==> src/rtl/cfgch_pkg.sv <==
package cfgch_pkg;
    localparam int DATA_W = 32;

    localparam logic [11:0] OFS_RTN  = 12'h0A0;
    localparam logic [11:0] OFS_DOUT = 12'h0A4;
    localparam logic [11:0] OFS_CTRL = 12'h0A8;
    localparam logic [11:0] OFS_STAT = 12'h0AC;

    localparam int DEV_LSB  = 0;
    localparam int DEV_W    = 12;
    localparam int FUNC_LSB = 20;
    localparam int FUNC_W   = 6;
    localparam int DIR_BIT  = 30;
    localparam int GO_BIT   = 31;

    localparam logic [DATA_W-1:0] CTRL_KEEP  = 32'h43F0_0FFF;
    localparam logic [DATA_W-1:0] CTRL_RESET = 32'h0010_0000;
    localparam logic [FUNC_W-1:0] FUNC_OSC   = 6'd1;

    typedef struct packed {
        logic             dir_wr;
        logic [FUNC_W-1:0] func;
        logic [DEV_W-1:0]  dev;
    } ctrl_fields_t;

    function automatic ctrl_fields_t unpack_ctrl(input logic [DATA_W-1:0] w);
        ctrl_fields_t f;
        f.dir_wr = w[DIR_BIT];
        f.func   = w[FUNC_LSB +: FUNC_W];
        f.dev    = w[DEV_LSB +: DEV_W];
        return f;
    endfunction
endpackage

==> src/rtl/cfgch_access_check.sv <==
module cfgch_access_check #(
    parameter int NUM_OSC = 3,
    localparam int IDX_W  = (NUM_OSC > 1) ? $clog2(NUM_OSC) : 1
) (
    input  logic [cfgch_pkg::DEV_W-1:0]  dev,
    input  logic [cfgch_pkg::FUNC_W-1:0] func,
    output logic                         ok,
    output logic [IDX_W-1:0]             idx
);
    always_comb begin
        ok  = (func == cfgch_pkg::FUNC_OSC) && (32'(dev) < NUM_OSC);
        idx = dev[IDX_W-1:0];
    end
endmodule

==> src/rtl/cfgch_osc_bank.sv <==
module cfgch_osc_bank #(
    parameter int NUM_OSC = 3,
    parameter logic [32*NUM_OSC-1:0] OSC_RESET = '0,
    localparam int IDX_W = (NUM_OSC > 1) ? $clog2(NUM_OSC) : 1
) (
    input  logic                   clk,
    input  logic                   rst_n,
    input  logic                   wr_en,
    input  logic [IDX_W-1:0]       wr_idx,
    input  logic [31:0]            wr_data,
    input  logic [IDX_W-1:0]       rd_idx,
    output logic [31:0]            rd_data,
    output logic [32*NUM_OSC-1:0]  words
);
    logic [31:0] word_q [NUM_OSC];

    for (genvar g = 0; g < NUM_OSC; g++) begin : g_word
        logic [31:0] word_d;
        always_comb begin
            word_d = word_q[g];
            if (wr_en && (32'(wr_idx) == g)) word_d = wr_data;
        end
        always_ff @(posedge clk or negedge rst_n) begin
            if (!rst_n) word_q[g] <= OSC_RESET[32*g +: 32];
            else        word_q[g] <= word_d;
        end
        assign words[32*g +: 32] = word_q[g];
    end

    always_comb begin
        rd_data = '0;
        for (int i = 0; i < NUM_OSC; i++)
            if (32'(rd_idx) == i) rd_data = word_q[i];
    end
endmodule

==> src/rtl/cfgch_read_mux.sv <==
module cfgch_read_mux #(
    parameter int ADDR_W = 12
) (
    input  logic [ADDR_W-1:0] addr,
    input  logic [31:0]       rtn,
    input  logic [31:0]       dout,
    input  logic [31:0]       ctrl,
    input  logic [1:0]        stat,
    output logic [31:0]       rdata
);
    always_comb begin
        unique case (addr)
            ADDR_W'(cfgch_pkg::OFS_RTN):  rdata = rtn;
            ADDR_W'(cfgch_pkg::OFS_DOUT): rdata = dout;
            ADDR_W'(cfgch_pkg::OFS_CTRL): rdata = ctrl;
            ADDR_W'(cfgch_pkg::OFS_STAT): rdata = {30'b0, stat};
            default:                      rdata = '0;
        endcase
    end
endmodule

==> src/rtl/cfgch_engine.sv <==
module cfgch_engine #(
    parameter int NUM_OSC = 3,
    parameter int LATENCY = 4,
    parameter int ADDR_W  = 12,
    parameter logic [32*NUM_OSC-1:0] OSC_RESET = {32'd25_000_000, 32'd24_576_000, 32'd50_000_000}
) (
    input  logic                  clk,
    input  logic                  rst_n,
    input  logic                  reg_wr,
    input  logic [ADDR_W-1:0]     reg_addr,
    input  logic [31:0]           reg_wdata,
    output logic [31:0]           reg_rdata,
    output logic                  busy,
    output logic [32*NUM_OSC-1:0] osc_freq
);
    import cfgch_pkg::*;

    localparam int IDX_W = (NUM_OSC > 1) ? $clog2(NUM_OSC) : 1;
    localparam int CNT_W = (LATENCY > 1) ? $clog2(LATENCY) : 1;

    typedef struct packed {
        logic [31:0]      rtn;
        logic [31:0]      dout;
        logic [31:0]      ctrl;
        logic             done;
        logic             err;
        logic             busy;
        logic [CNT_W-1:0] cnt;
    } state_t;

    state_t       st_d, st_q;
    ctrl_fields_t fld;
    logic         acc_ok;
    logic [IDX_W-1:0] acc_idx;
    logic         osc_we;
    logic [31:0]  osc_rd;
    logic         wr_dout, wr_ctrl;

    assign fld = unpack_ctrl(st_q.ctrl);

    cfgch_access_check #(.NUM_OSC(NUM_OSC)) u_chk_acc (
        .dev  (fld.dev),
        .func (fld.func),
        .ok   (acc_ok),
        .idx  (acc_idx)
    );

    cfgch_osc_bank #(.NUM_OSC(NUM_OSC), .OSC_RESET(OSC_RESET)) u_bank (
        .clk     (clk),
        .rst_n   (rst_n),
        .wr_en   (osc_we),
        .wr_idx  (acc_idx),
        .wr_data (st_q.dout),
        .rd_idx  (acc_idx),
        .rd_data (osc_rd),
        .words   (osc_freq)
    );

    cfgch_read_mux #(.ADDR_W(ADDR_W)) u_rmux (
        .addr  (reg_addr),
        .rtn   (st_q.rtn),
        .dout  (st_q.dout),
        .ctrl  (st_q.ctrl),
        .stat  ({st_q.err, st_q.done}),
        .rdata (reg_rdata)
    );

    assign wr_dout = reg_wr && (reg_addr == ADDR_W'(OFS_DOUT));
    assign wr_ctrl = reg_wr && (reg_addr == ADDR_W'(OFS_CTRL));

    always_comb begin
        st_d   = st_q;
        osc_we = 1'b0;
        if (st_q.busy) begin
            if (st_q.cnt == '0) begin
                st_d.busy = 1'b0;
                st_d.done = 1'b1;
                st_d.err  = !acc_ok;
                osc_we    = acc_ok && fld.dir_wr;
                if (acc_ok && !fld.dir_wr) st_d.rtn = osc_rd;
            end else begin
                st_d.cnt = st_q.cnt - 1'b1;
            end
        end else begin
            if (wr_dout) st_d.dout = reg_wdata;
            if (wr_ctrl) begin
                st_d.ctrl = reg_wdata & CTRL_KEEP;
                st_d.done = 1'b0;
                st_d.err  = 1'b0;
                if (reg_wdata[GO_BIT]) begin
                    st_d.busy = 1'b1;
                    st_d.cnt  = CNT_W'(LATENCY - 1);
                end
            end
        end
    end

    always_ff @(posedge clk or negedge rst_n) begin
        if (!rst_n) begin
            st_q      <= '0;
            st_q.ctrl <= CTRL_RESET;
        end else begin
            st_q <= st_d;
        end
    end

    assign busy = st_q.busy;
endmodule

==> config.mk <==
export PLATFORM = sky130hd
export DESIGN_NAME = cfgch_engine
export DESIGN_NICKNAME = d
export VERILOG_FILES = /design/src/rtl/cfgch_pkg.sv /design/src/rtl/cfgch_access_check.sv /design/src/rtl/cfgch_osc_bank.sv /design/src/rtl/cfgch_read_mux.sv /design/src/rtl/cfgch_engine.sv
export SDC_FILE = /design/constraint.sdc
export NUM_CORES = 1
export LEC_CHECK = 0
export ABC_AREA = 1
export CORE_MARGIN = 8
export CORE_UTILIZATION = 30
export DETAILED_ROUTE_END_ITERATION = 10
export PLACE_DENSITY = 0.61
export SLEW_MARGIN = 10
export SYNTH_ARGS = -nofsm -noshare
export SYNTH_HDL_FRONTEND = slang
export SYNTH_HIERARCHICAL = 1
export SYNTH_SLANG_ARGS = --single-unit
==> constraint.sdc <==
create_clock -name clk -period 4.1 [get_ports clk]
set_clock_uncertainty 0.2 [all_clocks]
set_input_delay 1.23 -clock clk [delete_from_list [all_inputs] [get_ports clk]]
set_output_delay 1.23 -clock clk [all_outputs]
set_load 0.02 [all_outputs]
==> impl_results.md <==
* Status: finished clean
* Root Driver: clkbuf_16
* Hold violation count in the final report at 0
* Hpwl dp at around 22000 um
* Sequential area share after synthesis at 0.505
* Post-synth cell types at 30
* Fin crit period at 4000 ps
* Core Area at between 30000 and 40000 um2
* N_diodes at 0
* DIE WIDTH at 191 um
* Syn-to-layout area delta at 33.8%
* Crit Path Max Fanout at 9
* Main synth FF type: dfrtp_1
* Post-synth EDFFs at 0
* Wire per inst at 19.6 um
* Drt total wl at 32800 um
* Tcrit/Tclk final at 0.976
* Final ANT Viol Nets at 0
* Ports at 176
* Grt met3 use at 0.0420
* CTS Buffer Depth at 2
* H-tree level count at 4
* DP Cell Count at 1637
* # fillers at a little over 3000
* Die Area at 36500 um2
* Post-Synth Adder-Cell Area at 0.00136
* Initial antenna violation count at 0
* Worst Tran Pin Value at 974 ps
* Maximum vdd drop at between 0.2 and 0.3 mV
* Total Routing Usage GR at 0.178
* Syn_area_per_cell at 8.31 um2
* Max Slew Vio Count at 0
* Multi-input gate area at between 4000 and 5000 um2
* Register area at 4650 um2
* Post-cts hold buffer count at 0
* Top cell type's share of synthesized area at 0.414
* Commonest cells post-synth: nand2_1, nand3_1, dfrtp_1
* Port bufs at around 180
* Largest net degree at the start of global routing at 74
* Worst min path class: reg2reg
* Worst Path Required at 2670 ps
* Die Y at 191 um
* Fmax at around 0.25 GHz
* Post-synthesis register bit count at 184
* Relative max-transition margin at 0.349
* Pre-antenna DRT Iters at 5
* Cell Rows at 64
* Vias in the first global route at 8330
* Min Hold Slack at 273 ps
* Vias/cell at approximately 5.1
* First-pass GRT wire length at 50400 um
* Met2 Usage GRT at 0.265
* Multiplexer area fraction after synthesis at 0.0392
* Mapped cell area at roughly 9200 um2
* Finished Layout Cells at 1679
* CP arrival at 2570 ps
* Compound-Gate Fraction of Synth Area at 0.00245
* Most common cell in the netlist: nand2_1
* Clock sink count at approximately 180
* Initial DRC count at roughly 900
* CTS tree: done
* # setup viols final at 0
* Starting density of the core at 0.302
* Skew-Pair Late Insertion Delay at 430 ps
* Grt ovf at 0
* Synth Area in XOR/XNOR at 0.000952
* Pwr dens at 308 nW/um2
* Ys Warns at 6
* Worst-path clk slew at 70 ps
* Synth area leader: dfrtp_1
* Final Net Count at around 1300
* Post-Syn Instances at 1107
* Fraction of registers with async set or reset after synthesis at 1.00
* Num CTS Buffers at 17
* DRC violations left at 0
* GP Congestion at between 0.8 and 0.9
* Nature of the critical path endpoint: primary output
* Share of layout cells above drive strength 1 at 0.175
* Synth Area in Simple Gates at 0.377
* Max-Cap Viols at 0
* Worst setup SP type: input pin
* Busiest grt layer: met2
* Largest cells by area after synthesis: dfrtp_1, nand2_1, nand3_1, dfstp_2, nand4_1
* Via count at 8579
* Largest family of logic cells by synthesized area: simple AND/OR/NAND/NOR gates
* Setup CP Type: in2out
* Met1 Use GR at 0.246
* Leakage at 6.12 nW
## worst paths after layout
path | from | end | slack (ps) | cells past startpoint
min | u_bank/words[22] | u_bank/words[22] | 270 | 2
min in group asynchronous | rst_n | st_q[46] | 530 | 1
max | reg_addr[10] | reg_rdata[12] | 100 | 10
min reg2reg | u_bank/words[22] | u_bank/words[22] | 270 | 2
max in group asynchronous | rst_n | u_bank/words[25] | 2370 | 2
max reg2reg | fld[12] | u_bank/words[72] | 1120 | 10
## layer usage
layer | vias up | wire (um)
li1 | 3999 | -
met1 | 4186 | 14700
met2 | 345 | 14800
met3 | 49 | 2390
met4 | 0 | 914
met5 | - | 0
## power breakdown
part	total, mW	switching, mW	internal [mW]
Sequential	1.82	0.00403	1.82
Clock	1.84	0.740	1.10
Combinational	0.131	0.0770	0.0544
## through the flow
step	util	setup slack [ps]	TNS [ps]	instance area (um2)	total power, mW
floorplan	-	481	0	9240	1.88
global placement	0.370	-595	-16720	11300	1.98
detailed placement	0.370	-638	-18220	11300	1.98
CTS	0.401	3.73	0	12200	3.82
global route	0.404	-7.60	-7.60	12300	3.90
finish	0.404	97.7	0	12300	3.79
## worst max-delay path, cell delays in order
cell           delay, ps
dlygate4sd2_1        240
nor2_1                90
nand2_1               90
nor2_4               130
buf_12               140
and2_4               180
buf_12               130
nand2_1               70
nand3_2              120
buf_6                130
## sequential cells by signal, summed over array words and instances (netlist names)
| register | cells |
|---|---|
| busy | 1 |
| fld | 19 |
| st_q | 68 |
| u_bank/words | 96 |
## cell usage in the layout, fill, tap and decap left out, drive strengths merged, types with 8 or more instances in the layout
cell type and instances:
nand2 406, nand3 263, dfrtp 152, clkdlybuf4s50 130, buf 76, nand4 64
inv 33, dfstp 32, mux2 32, nor2 30, clkbuf 24, conb 13
dlygate4sd2 8
## logic make-up after synthesis
group | after synthesis
and+or+nand+nor | 768
DFF | 184
buffers and inverters | 116
muxes | 32
AOI/OAI and AO/OA | 4
adders and majority gates | 1
other | 1
xor gates and xnor gates | 1
## final cells by class
cell class,count,area share
flip-flops and latches,184,0.378
clock inverters,10,0.0118
inverters,28,0.00854
well taps,396,0.0403
multi-input cells,819,0.332
repair buffers,220,0.188
clock buffers,22,0.0421
## timing repair
| item | in CTS | in global routing |
|---|---|---|
| endpoints found under the setup margin | 32 | 31 |
| setup buffers | 3 | 4 |
| pin swaps | 8 | 12 |
| gates cloned | 2 | 2 |
| gates resized for setup | 224 | 11 |
Power figures use the tool's default switching activity.
